--- src/rtl/pwm_audio_pkg.sv ---
package pwm_audio_pkg;

  // Register select codes on the write port
  typedef enum logic [1:0] {
    REG_SAMPLE = 2'd0,
    REG_PERIOD = 2'd1,
    REG_CTRL   = 2'd2,
    REG_TONE   = 2'd3
  } reg_sel_e;

  // Control word bit positions
  localparam int CTL_RUN    = 0;
  localparam int CTL_TONE   = 1;
  localparam int CTL_IRQ    = 2;
  localparam int CTL_WM_LSB = 4;
  localparam int CTL_CLR    = 7;

  // Output source selection
  typedef enum logic {
    SRC_SAMPLE = 1'b0,
    SRC_TONE   = 1'b1
  } src_e;

endpackage

--- src/rtl/pwm_sample_fifo.sv ---
module pwm_sample_fifo #(
  parameter  int W     = 16,
  parameter  int DEPTH = 4,
  localparam int PTR_W = $clog2(DEPTH),
  localparam int LVL_W = $clog2(DEPTH + 1)
) (
  input  logic             clk,
  input  logic             rst_n,
  input  logic             push_req,
  input  logic [W-1:0]     push_data,
  input  logic             pop_req,
  output logic [W-1:0]     head,
  output logic [LVL_W-1:0] level,
  output logic             full,
  output logic             empty,
  output logic             push_acc,
  output logic             pop_acc
);

  logic [W-1:0]     mem [DEPTH];
  logic [PTR_W-1:0] wr_ptr, rd_ptr;

  function automatic logic [PTR_W-1:0] ptr_inc(input logic [PTR_W-1:0] p);
    return (p == PTR_W'(DEPTH - 1)) ? '0 : p + 1'b1;
  endfunction

  assign full     = (level == LVL_W'(DEPTH));
  assign empty    = (level == '0);
  assign push_acc = push_req & ~full;
  assign pop_acc  = pop_req & ~empty;
  assign head     = mem[rd_ptr];

  always_ff @(posedge clk) begin
    if (push_acc) mem[wr_ptr] <= push_data;
  end

  always_ff @(posedge clk or negedge rst_n) begin
    if (!rst_n) begin
      wr_ptr <= '0;
      rd_ptr <= '0;
      level  <= '0;
    end else begin
      if (push_acc) wr_ptr <= ptr_inc(wr_ptr);
      if (pop_acc)  rd_ptr <= ptr_inc(rd_ptr);
      case ({push_acc, pop_acc})
        2'b10:   level <= level + 1'b1;
        2'b01:   level <= level - 1'b1;
        default: level <= level;
      endcase
    end
  end

endmodule

--- src/rtl/pwm_period_counter.sv ---
module pwm_period_counter #(
  parameter int CNT_W = 16
) (
  input  logic             clk,
  input  logic             rst_n,
  input  logic             run,
  input  logic [CNT_W-1:0] top,
  output logic [CNT_W-1:0] cnt,
  output logic             wrap
);

  // A top lowered below the current count ends the period at once
  assign wrap = run & (cnt >= top);

  always_ff @(posedge clk or negedge rst_n) begin
    if (!rst_n)             cnt <= '0;
    else if (!run || wrap)  cnt <= '0;
    else                    cnt <= cnt + 1'b1;
  end

endmodule

--- src/rtl/pwm_tone_div.sv ---
module pwm_tone_div #(
  parameter int DIV_W = 16
) (
  input  logic             clk,
  input  logic             rst_n,
  input  logic             active,
  input  logic             wrap,
  input  logic [DIV_W-1:0] div,
  output logic             tone,
  output logic             toggle
);

  logic [DIV_W-1:0] nper;

  function automatic logic [DIV_W-1:0] eff_div(input logic [DIV_W-1:0] d);
    return (d == '0) ? DIV_W'(1) : d;
  endfunction

  assign toggle = active & wrap & (nper >= eff_div(div) - 1'b1);

  always_ff @(posedge clk or negedge rst_n) begin
    if (!rst_n) begin
      nper <= '0;
      tone <= 1'b0;
    end else if (!active) begin
      nper <= '0;
      tone <= 1'b0;
    end else if (toggle) begin
      nper <= '0;
      tone <= ~tone;
    end else if (wrap) begin
      nper <= nper + 1'b1;
    end
  end

endmodule

--- src/rtl/pwm_audio_gen.sv ---
module pwm_audio_gen #(
  parameter  int DATA_W = 16,
  parameter  int DEPTH  = 4,
  localparam int LVL_W  = $clog2(DEPTH + 1)
) (
  input  logic              clk,
  input  logic              rst_n,
  input  logic              wr_en,
  input  logic [1:0]        wr_addr,
  input  logic [DATA_W-1:0] wr_data,
  output logic              pwm_o,
  output logic [LVL_W-1:0]  fifo_level_o,
  output logic              fifo_full_o,
  output logic              fifo_empty_o,
  output logic              underrun_o,
  output logic              overflow_o,
  output logic              irq_o
);
  import pwm_audio_pkg::*;

  reg_sel_e          sel;
  logic              wr_sample, wr_period, wr_ctrl, wr_tone;
  logic [DATA_W-1:0] period_q, div_q, cmp_q, cnt_w, head_w;
  logic              run_q, irq_en_q;
  src_e              src_q;
  logic [LVL_W-1:0]  wm_q;
  logic              wrap_w, push_acc_w, pop_acc_w, pop_req_w;
  logic              tone_w, toggle_w, flag_clr_w, underrun_evt, overflow_evt;

  function automatic logic pwm_level(input logic [DATA_W-1:0] c,
                                     input logic [DATA_W-1:0] cmp);
    return c < cmp;
  endfunction

  assign sel       = reg_sel_e'(wr_addr);
  assign wr_sample = wr_en & (sel == REG_SAMPLE);
  assign wr_period = wr_en & (sel == REG_PERIOD);
  assign wr_ctrl   = wr_en & (sel == REG_CTRL);
  assign wr_tone   = wr_en & (sel == REG_TONE);

  always_ff @(posedge clk or negedge rst_n) begin
    if (!rst_n) begin
      period_q <= '1;
      div_q    <= DATA_W'(1);
      run_q    <= 1'b0;
      src_q    <= SRC_SAMPLE;
      irq_en_q <= 1'b0;
      wm_q     <= '0;
    end else begin
      if (wr_period) period_q <= wr_data;
      if (wr_tone)   div_q    <= wr_data;
      if (wr_ctrl) begin
        run_q    <= wr_data[CTL_RUN];
        src_q    <= src_e'(wr_data[CTL_TONE]);
        irq_en_q <= wr_data[CTL_IRQ];
        wm_q     <= wr_data[CTL_WM_LSB +: LVL_W];
      end
    end
  end

  pwm_period_counter #(.CNT_W(DATA_W)) u_cnt (
    .clk  (clk),
    .rst_n(rst_n),
    .run  (run_q),
    .top  (period_q),
    .cnt  (cnt_w),
    .wrap (wrap_w)
  );

  assign pop_req_w = wrap_w & (src_q == SRC_SAMPLE);

  pwm_sample_fifo #(.W(DATA_W), .DEPTH(DEPTH)) u_fifo (
    .clk      (clk),
    .rst_n    (rst_n),
    .push_req (wr_sample),
    .push_data(wr_data),
    .pop_req  (pop_req_w),
    .head     (head_w),
    .level    (fifo_level_o),
    .full     (fifo_full_o),
    .empty    (fifo_empty_o),
    .push_acc (push_acc_w),
    .pop_acc  (pop_acc_w)
  );

  pwm_tone_div #(.DIV_W(DATA_W)) u_tone (
    .clk   (clk),
    .rst_n (rst_n),
    .active(run_q & (src_q == SRC_TONE)),
    .wrap  (wrap_w),
    .div   (div_q),
    .tone  (tone_w),
    .toggle(toggle_w)
  );

  always_ff @(posedge clk or negedge rst_n) begin
    if (!rst_n)         cmp_q <= '0;
    else if (pop_acc_w) cmp_q <= head_w;
  end

  assign flag_clr_w   = wr_ctrl & wr_data[CTL_CLR];
  assign underrun_evt = pop_req_w & fifo_empty_o;
  assign overflow_evt = wr_sample & ~push_acc_w;

  always_ff @(posedge clk or negedge rst_n) begin
    if (!rst_n) begin
      underrun_o <= 1'b0;
      overflow_o <= 1'b0;
    end else begin
      if (underrun_evt)    underrun_o <= 1'b1;
      else if (flag_clr_w) underrun_o <= 1'b0;
      if (overflow_evt)    overflow_o <= 1'b1;
      else if (flag_clr_w) overflow_o <= 1'b0;
    end
  end

  assign pwm_o = run_q & ((src_q == SRC_TONE) ? tone_w : pwm_level(cnt_w, cmp_q));
  assign irq_o = irq_en_q & (fifo_level_o <= wm_q);

endmodule

--- config.mk ---
export PLATFORM = sky130hd
export DESIGN_NAME = pwm_audio_gen
export DESIGN_NICKNAME = d
export VERILOG_FILES = /design/src/rtl/pwm_audio_pkg.sv /design/src/rtl/pwm_sample_fifo.sv /design/src/rtl/pwm_period_counter.sv /design/src/rtl/pwm_tone_div.sv /design/src/rtl/pwm_audio_gen.sv
export SDC_FILE = /design/constraint.sdc
export NUM_CORES = 1
export LEC_CHECK = 0
export ABC_AREA = 1
export BUFFER_PORTS_ARGS = -buffer_cell sky130_fd_sc_hd__buf_2
export CAP_MARGIN = 10
export CORE_MARGIN = 2
export CORE_UTILIZATION = 56
export CTS_BUF_LIST = sky130_fd_sc_hd__clkbuf_4 sky130_fd_sc_hd__clkbuf_8
export DETAILED_ROUTE_END_ITERATION = 12
export PLACE_DENSITY = 0.7
export SLEW_MARGIN = 0
export SYNTH_ARGS = -nofsm -noshare
export SYNTH_HDL_FRONTEND = slang
export SYNTH_SLANG_ARGS = --single-unit
--- constraint.sdc ---
create_clock -name clk -period 4.31 [get_ports clk]
set_input_delay 0.431 -clock clk [delete_from_list [all_inputs] [get_ports clk]]
set_output_delay 0.431 -clock clk [all_outputs]
set_load 0.02 [all_outputs]
# [After elaboration in Yosys (flattened, before gate mapping)]
# Memories as Yosys holds them, arrays and structs flattened. A register that Yosys moved wholly into a read port is not among the register bits.
# Index checks and enable logic that the tools add are counted.
[word_totals] register_bits=80 ram_bits=64 n_memories=1
[memory_table] name="u_fifo.mem" depth=4 word_bits=16 rd=1 rd_ports_with_merged_regs=1 write_ports=1 line="pwm_sample_fifo.sv:20" text="logic [W-1:0] mem [DEPTH];"
[op_classes] n_eq_ne=10 magnitude_cmp=4 n_addsub=7 n_reduce_logical=9 n_mux=16 bitwise_logic=21
[op_table] op="2-to-1 mux 16 bit" count=5
[op_table] op="adder 16 x 1 -> 16 bit (second input constant)" count=2
[op_table] op=">= comparator 16 bit" count=2
[op_table] op="bitwise AND 1 bit" count=16
[op_table] op="logical NOT 16 bit" count=1
[op_table] op="less-than comparator 16 bit" count=1
[op_table] op="subtractor 16 x 1 -> 16 bit (second input constant)" count=1
[op_table] op="equality test 2 bit (second input constant)" count=5
[op_table] op="2-to-1 mux 1 bit" count=8
[op_table] op="case mux 3 bit (2 select lines)" count=1
[op_table] op="nonzero test 2 bit" count=3
[op_table] op="inverter 1 bit" count=5
[op_table] op="adder 2 x 1 -> 2 bit (second input constant)" count=2
[op_table] op="equality test 2 x 1 -> 1 bit (second input constant)" count=2
[op_table] op="2-to-1 mux 2 bit" count=2
[op_table] op="adder 3 x 1 -> 3 bit (second input constant)" count=1
[op_table] op="equality test 3 bit (second input constant)" count=1
[op_table] op="less-or-equal comparator 3 bit" count=1
[op_table] op="logical NOT 3 bit" count=1
[op_table] op="inequality test 3 bit (second input constant)" count=1
[op_table] op="subtractor 3 x 1 -> 3 bit (second input constant)" count=1
[op_table] op="logical NOT 1 bit" count=2
[op_table] op="logical NOT 2 bit" count=1
[op_table] op="inequality test 2 bit (second input constant)" count=1
[op_table] op="logical OR 1 bit" count=1

# [Depth between registers and ports, before layout]
# Gate-level depths: netlist of run 1.
[depth] ltp_word=7 depth_mapped=21 depth_no_buf=20

# [Hierarchy]
# A second synthesis of run 1 with hierarchy kept.
[unflattened] cells_unflattened=934 area_unflattened_um2=8916.1
[by_module_without_submodules] module="pwm_sample_fifo" area_per_inst_um2=3246.9 instances=1 cells_per_inst=248
[by_module_without_submodules] module="pwm_audio_gen" area_per_inst_um2=2706.3 instances=1 cells_per_inst=288
[by_module_without_submodules] module="pwm_tone_div" area_per_inst_um2=1711.6 instances=1 cells_per_inst=245
[by_module_without_submodules] module="pwm_period_counter" area_per_inst_um2=1251.2 instances=1 cells_per_inst=153

# [Least setup slack after synthesis of run 1]
# Ideal clock, no wire load.
[synth_timing] path_kind="register to register" from="register div_q[0]" to="register u_tone.nper[10]" synth_period_minus_slack_ns=3.010 n_path_buf=1 setup_time_ns=0.065 slack_ns=1.300 arrival_time_ns=2.945 path_stages_with_launch=22 path_cell_list="dfstp_2 inv_1 nand3_1 nor2_1 a31oi_1 ha_1 nand2_1 nor2_2 nand2_1 or2_1 o21ai_1 o21ai_1 inv_1 ha_1 nand4_1 a21oi_1 nor2_1 nand2_1 nor2_2 buf_2 nand4_1 nand2_1"
[synth_between] elab_chain_cells=7
[synth_rtl] item="from (decl)" line="pwm_audio_gen.sv:23" text="logic [DATA_W-1:0] period_q, div_q, cmp_q, cnt_w, head_w;"
[synth_rtl] item="from (signal assigned)" line="pwm_audio_gen.sv:51" text="if (wr_tone) div_q <= wr_data;"
[synth_rtl] item="logical NOT 16 bit" line="pwm_tone_div.sv:16" text="return (d == '0) ? DIV_W'(1) : d;"
[synth_rtl] item="2-to-1 mux 16 bit (*)" line="pwm_tone_div.sv:16"
[synth_rtl] item="subtractor 16 x 1 -> 16 bit (*)" line="pwm_tone_div.sv:19" text="assign toggle = active & wrap & (nper >= eff_div(div) - 1'b1);"
[synth_rtl] item=">= comparator 16 bit (*)" line="pwm_tone_div.sv:19"
[synth_rtl] item="bitwise AND 1 bit (*)" line="pwm_tone_div.sv:19"
[synth_rtl] item="2-to-1 mux 16 bit" line="pwm_tone_div.sv:28" text="end else if (toggle) begin"
[synth_rtl] item="2-to-1 mux 16 bit" line="pwm_tone_div.sv:25" text="end else if (!active) begin"
[synth_rtl] item="to (signal assigned)" line="pwm_tone_div.sv:32" text="nper <= nper + 1'b1;"
[synth_rtl] item="to (decl)" line="pwm_tone_div.sv:13" text="logic [DIV_W-1:0] nper;"
# Mark *: on every way between the ends. The rest lies on a longest branch, timed or not.
# A chain may end at the register's enable or synchronous reset.

# [Worst setup path after layout of run 1]
[layout_timing] from="register div_q[0]" to="register u_tone.nper[5]"
# Same word-level chain as after synthesis.

==> results of run 1 <==
## cell families after synthesis
kind of cell | share of synthesized area (%)
and+or+nand+nor | 20.3
DFF | 52.0
AOI/OAI and AO/OA | 8.99
buffers and inverters | 6.67
adders and majority gates | 9.08
xor gates and xnor gates | 2.94
## synthesized netlist by cell type (2+ instances only)
master and count:
a21boi_0 2, a21oi_1 28, buf_1 2, buf_2 2, buf_4 3, buf_6 2
clkbuf_1 15, dfrtp_1 79, dfstp_2 17, edfxtp_1 64, ha_1 59, inv_1 114
nand2_1 216, nand3_1 25, nand3b_1 2, nand4_1 23, nor2_1 84, nor2_2 3
nor2_4 2, nor3_1 21, nor3b_1 2, nor4_1 2, o21ai_0 86, o21ai_1 2
o21bai_1 2, o22ai_1 16, or2_1 2, or2_2 2, xnor2_1 8, xor2_1 20
## layout make-up
class,instances,area (um2),area share (%)
flip-flops and latches,160,4350,47.8
clock inverters,11,155,1.71
multi-input cells,621,3450,37.9
repair buffers,36,200,2.20
clock buffers,21,277,3.04
well taps,184,230,2.53
inverters,116,438,4.82
## metal layers
metal  global-route usage, %  wire length (um)  vias up
li1                        -                 -     3108
met1                    33.1              8220     2897
met2                    39.1              8550      130
met3                    4.08               712       16
met4                    7.63               274        0
met5                       0                 0        -
## state kept, by name, summed over array words and instances (netlist names)
| signal | flops |
|---|---|
| underrun_o | 1 |
| u_fifo.rd_ptr | 2 |
| cmp_q | 16 |
| u_cnt.cnt | 16 |
| period_q | 16 |
| src_q | 1 |
| div_q | 16 |
| u_fifo.level | 3 |
| u_tone.nper | 16 |
| u_fifo.wr_ptr | 2 |
| u_fifo.mem | 64 |
| irq_en_q | 1 |
| run_q | 1 |
| overflow_o | 1 |
| wm_q | 3 |
| u_tone.tone | 1 |
## how the worst max path moves through the flow
stage	start	endpoint	depth (start not counted)
finish	div_q[0]	u_tone.nper[5]	20
global placement	div_q[0]	u_tone.tone	19
detailed placement	div_q[0]	u_tone.nper[5]	20
floorplan	div_q[0]	u_tone.nper[10]	21
global route	div_q[0]	u_tone.nper[5]	20
CTS	div_q[0]	u_tone.nper[5]	20
## where the power goes
part	leakage, nW	switching [W]	internal (W)
sequential	1.81	0.000100	0.00175
combinational	2.22	0.000485	0.000258
clock	0.206	0.000567	0.000622
## stage by stage
| step | setup WS [ns] | power (W) |
|---|---|---|
| floorplan | 1.30 | 0.00240 |
| global placement | 0.844 | 0.00260 |
| detailed placement | 0.727 | 0.00263 |
| CTS | 0.702 | 0.00381 |
| global route | 0.281 | 0.00401 |
| finish | 0.710 | 0.00378 |
==> impl_metrics.toml, run 1 <==
[run_status]
status = "complete, no violations"

[global_routing]
grt_use_total_pct = 24.0
overflow = 0
grt_pass1_wl_mm = 29.9
antenna_found_initial = 1
grt_pass1_vias = 6035
grt_max_degree = 73

[timing]
final_max_slew_viol_count = 0
fin_crit_ns = 3.60
max_freq_mhz = 278
tns_ns = 0
rsz0062_at_grt = "false"
hold_slack_ns = 0.0968
relSlewSlack_pct = 33.9
clock-skew-final_ns = 0.0111
worst_pin_slew_ns = 0.988
finalHoldViolCount = 0
setup_violations = 0
post-route-period-util_pct = 83.5

[floorplan]
core_area_mm2 = 0.0145
rows = 44
die_w_um = 126
die_height_um = 126
io_pins = 30
dieArea_mm2 = 0.0159
start_util_pct = 57.4

[synth]
syn_inst = 921
yosys.area.top_type = "dfrtp_1"
synth_top_flop_cell = "dfrtp_1"
synth_edf_count = 64
synthArstFlopShare_pct = 60.0
ys_warn_count = 0
synth_seq_cells = 160
synth.area.top_cells = "dfrtp_1 24%, edfxtp_1 23%, nand2_1 9.7%"
synth_top_cell_area_share_pct = 23.7
synth_cell_types = 46
syn_area_mm2 = 0.00835
seq_area_frac_synth_pct = 52.0
syn_nets = 1002
syn_area_per_cell_um2 = 9.07

[detailed_routing]
ant_nets = 0
drt-total-wl_mm = 17.8
drc = 0
routed_via_density = 5.35
wire_per_inst_um = 15.5
first_pass_iters = 5
drt-initial-drc-count = 518
num_vias = 6151

[final_layout]
layout_commonest_cell = "nand2_1"
layout_common_cells = "216 x nand2_1, 114 x inv_1, 86 x o21ai_0"
final_cells = 1149
antenna-diode-count = 0
drive_gt1_share_pct = 10.4
fillers = 1262
fin_util_pct = 62.6
area_growth_pct = 8.90
fin_nets = 1033
fin_area_mm2 = 0.00909

[critical_path]
worstSetupStartpointType = "register"
crit_fanout = 15
worst-path-buf-inv = 2
critPathArrivalTime_ns = 3.99
cpMaxStageDelayCell = "dfstp_2"
r2r-end = "u_tone.nper[5]"
worstReg2RegStart = "div_q[0]"
crit_type = "reg2reg"
cpMostUsedCell = "nand2_1"
required_ns = 4.70
cp_top_family = "simple AND/OR/NAND/NOR gates"
r2r_slack_ns = 0.71
r2r_cells = 20
crit_chain = "inv_1, nand3_1, nor2_1, a31oi_1, ha_1, nand2_1, nor2_2, nand2_1, or2_1, o21ai_1, o21ai_1, inv_1, ha_1, nand4_1, a21oi_1, nor2_1, nand2_1, nor2_2, nand4_1, nand2_1"
slowest_delay_ns = 0.55
endpoint_kind = "register"

[placed_design]
dp_cells = 1117
place_congestion = 0.802
dp_hpwl_mm = 12.3
port_buffers = 29
placed_area_mm2 = 0.00866

[flow_run]
maxCapViolCount = 0

[cts]
clk_latency_ns = 0.45
cts_hold_buf = 0
cts_tree = "yes"
cts_made_buffers = 17
cts-resized-gates = 0
numClockSinks = 160
path_clk_slew_ns = 0.09
root_buffer = "clkbuf_8"
clk_path_buf_depth = 2
post-cts-setup-buffers = 0
htree_levels = 4

[power]
ir_drop_mv = 0.358
power.density_mw_per_mm2 = 416
p_leak_nw = 4.23

[hold_path]
hp-class = "in2async"
Note: power is estimated with default switching activity, not from simulation.
==> run 2: changes to the inputs <==
- clock period: 4.31 -> 3.4 ns (I/O delays scaled with it)
==> impl_metrics.toml, run 2 (synthesis gave the netlist of run 1 again) <==
[critical_path]
slowest_delay_ns = 0.42
cpMaxStageDelayCell = "dfrtp_1"
crit_type = "reg2reg"
required_ns = 3.79
cp_top_family = "simple AND/OR/NAND/NOR gates"
worstSetupStartpointType = "register"
endpoint_kind = "register"
crit_fanout = 15
critPathArrivalTime_ns = 3.57
cpMostUsedCell = "nand2_1"
worst-path-buf-inv = 3
crit_chain = "inv_1, nand2_1, nor3_1, a31oi_4, ha_4, nand2_2, nor2_4, nand2_1, or2_1, o21ai_1, o21ai_1, inv_1, ha_1, nand4_1, a21oi_1, nor2_1, nand2_1, nor2_4, buf_12, nand4_1, nand2_1"

[timing]
setup_violations = 0
clock-skew-final_ns = 0.0130
finalHoldViolCount = 0
post-route-period-util_pct = 93.4
worst_pin_slew_ns = 0.958
final_max_slew_viol_count = 0
fin_crit_ns = 3.17
tns_ns = 0
max_freq_mhz = 315
relSlewSlack_pct = 36.0
hold_slack_ns = 0.107

[floorplan]
rows = 44
core_area_mm2 = 0.0145
die_w_um = 126
io_pins = 30
die_height_um = 126
start_util_pct = 57.4
dieArea_mm2 = 0.0159

[placed_design]
port_buffers = 29
dp_cells = 1126
place_congestion = 0.824
placed_area_mm2 = 0.00873
dp_hpwl_mm = 12.5

[global_routing]
grt_util_met3_pct = 4.63
overflow = 0
top_usage_layer = "met2"
grt_max_degree = 60
grt_pass1_wl_mm = 30.6
use_met2_pct = 41.2
grt_use_total_pct = 24.3
use_met1_pct = 32.2
grt_pass1_vias = 6169
antenna_found_initial = 1

[final_layout]
fin_util_pct = 63.5
layout_common_cells = "215 x nand2_1, 114 x inv_1, 86 x o21ai_0"
fillers = 1253
drive_gt1_share_pct = 12.0
area_growth_pct = 10.6
fin_area_mm2 = 0.00923
register_area_mm2 = 0.00435
max_flop_register = "u_fifo.mem"
antenna-diode-count = 0
largest_register_ffs = 64
final_cells = 1162
multiInputGateArea_mm2 = 0.00349
layout_commonest_cell = "nand2_1"
fin_nets = 1046

[cts]
htree_levels = 4
numClockSinks = 160
cts_tree = "yes"
clk_path_buf_depth = 2
path_clk_slew_ns = 0.09
root_buffer = "clkbuf_8"
clk_latency_ns = 0.46
cts_made_buffers = 17

[detailed_routing]
drc = 0
wire_per_inst_um = 15.5
drt-initial-drc-count = 479
ant_nets = 0
num_vias = 6277
routed_via_density = 5.40
first_pass_iters = 5
drt-total-wl_mm = 18.0

[flow_run]
maxCapViolCount = 0

[hold_path]
hp-class = "in2reg"

[power]
p_leak_nw = 4.31
ir_drop_mv = 0.462
power.density_mw_per_mm2 = 518

[run_status]
status = "complete, no violations"
-- run 2: changes by cell type in the layout (fill, tap and decap cells not counted), moves of 2 or more --
cell	delta
buf_4	+11
nor2_4	+2
inv_6	+2
clkinv_4	+2
clkinvlp_4	-3
-- run 2: per-stage QoR --
step	setup WS, ns	power [W]
floorplan	0.390	0.00304
global placement	0.0323	0.00332
detailed placement	-0.0742	0.00335
CTS	0.0890	0.00480
global route	-0.0542	0.00507
finish	0.225	0.00478
-- run 2: layer usage --
layer | routed length [um] | up-vias
met2 | 8830 | 124
met5 | 0 | -
met3 | 803 | 20
li1 | - | 3131
met4 | 264 | 0
met1 | 8070 | 3002
-- run 2: worst paths after layout --
kind                       startpoint               end  slack (ns)  cells after the start
setup / recovery            div_q[13]   u_tone.nper[14]        0.23                     21
max in group asynchronous       rst_n          div_q[0]        2.09                      3
hold / removal             wr_data[5]  u_fifo.mem[2][5]        0.11                      1
min in group asynchronous       rst_n  u_fifo.rd_ptr[0]        0.49                      2
hold reg to reg              cmp_q[3]          cmp_q[3]        0.48                      2
setup reg to reg            div_q[13]   u_tone.nper[14]        0.23                     21
-- run 2: repair_timing --
item                                    4_1_cts  5_1_grt
endpoints found under the setup margin       15       17
resized for setup                             1        8
endpoints found under the hold margin        41        0
pin swaps                                     0        3
hold buffers                                  1        0
setup buffers                                 0        3
-- run 2: cell type report --
| cell class | count | share of cell area, % |
|---|---|---|
| Clock buffer | 20 | 2.85 |
| Clock inverter | 12 | 1.61 |
| Inverter | 116 | 4.74 |
| Multi-Input combinational cell | 621 | 37.9 |
| Sequential cell | 160 | 47.1 |
| Tap cell | 184 | 2.49 |
| Timing Repair Buffer | 49 | 3.39 |
-- run 2: where the power goes --
group          total, W  switching (W)  internal (W)
clock           0.00146       0.000748      0.000707
combinational  0.000991       0.000641      0.000351
sequential      0.00234       0.000122       0.00221
==> run 3: changes to the inputs <==
- CORE_UTILIZATION: 56 -> 58
- PLACE_DENSITY: 0.7 -> 0.72
- SYNTH_HIERARCHICAL: default -> 1
==> impl_metrics.toml, run 3 <==
[power]
p_seq_share_pct = 48.0
p_leak_nw = 4.43
clock_power_share_pct = 30.4
p_int_w = 0.00334
ir_drop_mv = 0.354
switchingPower_w = 0.00154
swShare_pct = 31.5
power.density_mw_per_mm2 = 503
combPwrFrac_pct = 21.7

[timing]
relSlewSlack_pct = 41.4
clock-skew-final_ns = 0.0117
fin_ws_ns = 0.263
max_freq_mhz = 319
finalHoldViolCount = 7
setup_violations = 0
rsz0062_at_grt = "false"
worst_pin_slew_ns = 0.879
final_max_slew_viol_count = 0
tns_ns = 0
hold_slack_ns = -0.0161
fin_crit_ns = 3.14
post-route-period-util_pct = 92.3

[global_routing]
grt_use_total_pct = 24.1
grt_pass1_vias = 6041
grt_max_degree = 68
overflow = 0
antenna_found_initial = 0
grt_pass1_wl_mm = 30.0

[placed_design]
port_buffers = 29
dp_hpwl_mm = 12.9
post-place-ws_ns = 0.169
place_congestion = 0.848
dp_cells = 1148

[cts]
clk_path_buf_depth = 2
numClockSinks = 160
htree_levels = 4
clk_latency_ns = 0.46
root_buffer = "clkbuf_8"
cts_tree = "yes"
cts_made_buffers = 17
cts_hold_buf = 0
path_clk_slew_ns = 0.09

[floorplan]
dieArea_mm2 = 0.0164
core_area_mm2 = 0.0151
die_height_um = 128
die_w_um = 128
io_pins = 30
start_util_pct = 59.1
rows = 45

[critical_path]
worst-path-buf-inv = 2
cp_top_family = "simple AND/OR/NAND/NOR gates"
endpoint_kind = "register"
r2r_slack_ns = 0.26
cpMaxStageDelayCell = "dfstp_2"
crit_type = "reg2reg"
worstReg2RegStart = "div_q[0]"
slowest_delay_ns = 0.57
crit_fanout = 13
r2r_cells = 20
r2r-end = "u_tone/nper[8]"
worstSetupStartpointType = "register"
critPathArrivalTime_ns = 3.48
required_ns = 3.74
cpMostUsedCell = "nand2_1"
crit_chain = "inv_1, nand4_1, nor2_2, a21oi_4, ha_4, nor3b_4, nand2_4, nor2_4, nand3_2, nor2_2, xor2_1, inv_1, ha_1, nand2_1, nor3_1, nand2_1, nand2_1, nand2_2, nand2_8, nor2_1"

[detailed_routing]
first_pass_iters = 5
num_vias = 6158
wl_met1_mm = 8.28
routed-wl-met3_um = 670
drt-initial-drc-count = 339
ant_nets = 0
top_layer = "met4"
drt-total-wl_mm = 18.2
wl_met2_mm = 8.69
wire_per_inst_um = 15.4
drc = 0
routed_via_density = 5.21

[synth]
syn_inst = 933
syn_area_per_cell_um2 = 9.55
syn_nets = 1014
syn_area_mm2 = 0.00891
ys_warn_count = 6

[final_layout]
area_growth_pct = 8.93
final_cells = 1181
antenna-diode-count = 0
max_flop_register = "u_fifo/mem"
fin_nets = 1061
largest_register_ffs = 64
drive_gt1_share_pct = 23.5
layout_commonest_cell = "nand2_1"
layout_common_cells = "202 x nand2_1, 145 x inv_1, 78 x dfrtp_1"

[flow_run]
maxCapViolCount = 0

[run_status]
violations = "hold timing"
status = "complete, but fails checks"

[hold_path]
hp-class = "in2async"
==> run 3: per-stage QoR <==
stage          instance area, um2  power, W  utilization, %
6_report                     9710   0.00488            64.3
5_1_grt                      9710   0.00517            64.3
4_1_cts                      9660   0.00490            64.0
3_5_place_dp                 9240   0.00342            61.2
3_3_place_gp                 9240   0.00339            61.2
2_1_floorplan                8910   0.00315               -
==> run 3: layout make-up <==
cell class,instances,area (um2)
flip-flops and latches,160,4350
clock buffers,20,256
well taps,188,235
multi-input cells,598,3810
repair buffers,50,318
clock inverters,12,161
fillers,1285,5380
inverters,153,579
==> run 3: how the worst max path moves through the flow <==
stage              from               to  slack [ns]  cells past startpoint
5_1_grt        div_q[0]   u_tone/nper[8]       0.008                     20
3_3_place_gp   div_q[0]  u_tone/nper[15]        0.28                     20
3_5_place_dp   div_q[0]  u_tone/nper[12]        0.17                     20
4_1_cts        div_q[0]  u_tone/nper[10]        0.15                     20
6_report       div_q[0]   u_tone/nper[8]        0.26                     20
2_1_floorplan  div_q[0]  u_tone/nper[14]        0.26                     21
==> run 3: layer usage <==
metal	track usage, %	vias to the layer above
li1	-	3109
met1	31.3	2898
met2	39.9	109
met3	4.51	42
met4	10.4	0
met5	0	-
==> run 3: timing repair <==
item | in CTS | in global routing
setup buffers | 0 | 1
endpoints found under the setup margin | 0 | 18
resized for setup | 0 | 10
==> run 3: power groups by stage <==
stage / clock, W / combinational, W / sequential [W]
2_1_floorplan: 0 / 0.000772 / 0.00237
3_3_place_gp: 0 / 0.00102 / 0.00237
3_5_place_dp: 0 / 0.00105 / 0.00238
4_1_cts: 0.00151 / 0.00106 / 0.00234
5_1_grt: 0.00159 / 0.00121 / 0.00236
6_report: 0.00148 / 0.00106 / 0.00234
==> run 3: worst register-to-register path: stages (launching register included) <==
cell and delay (ns):
dfstp_2 0.57, inv_1 0.06, nand4_1 0.10, nor2_2 0.06, a21oi_4 0.17, ha_4 0.16
nor3b_4 0.28, nand2_4 0.09, nor2_4 0.11, nand3_2 0.08, nor2_2 0.09, xor2_1 0.14
inv_1 0.05, ha_1 0.26, nand2_1 0.07, nor3_1 0.20, nand2_1 0.08, nand2_1 0.13
nand2_2 0.12, nand2_8 0.13, nor2_1 0.06
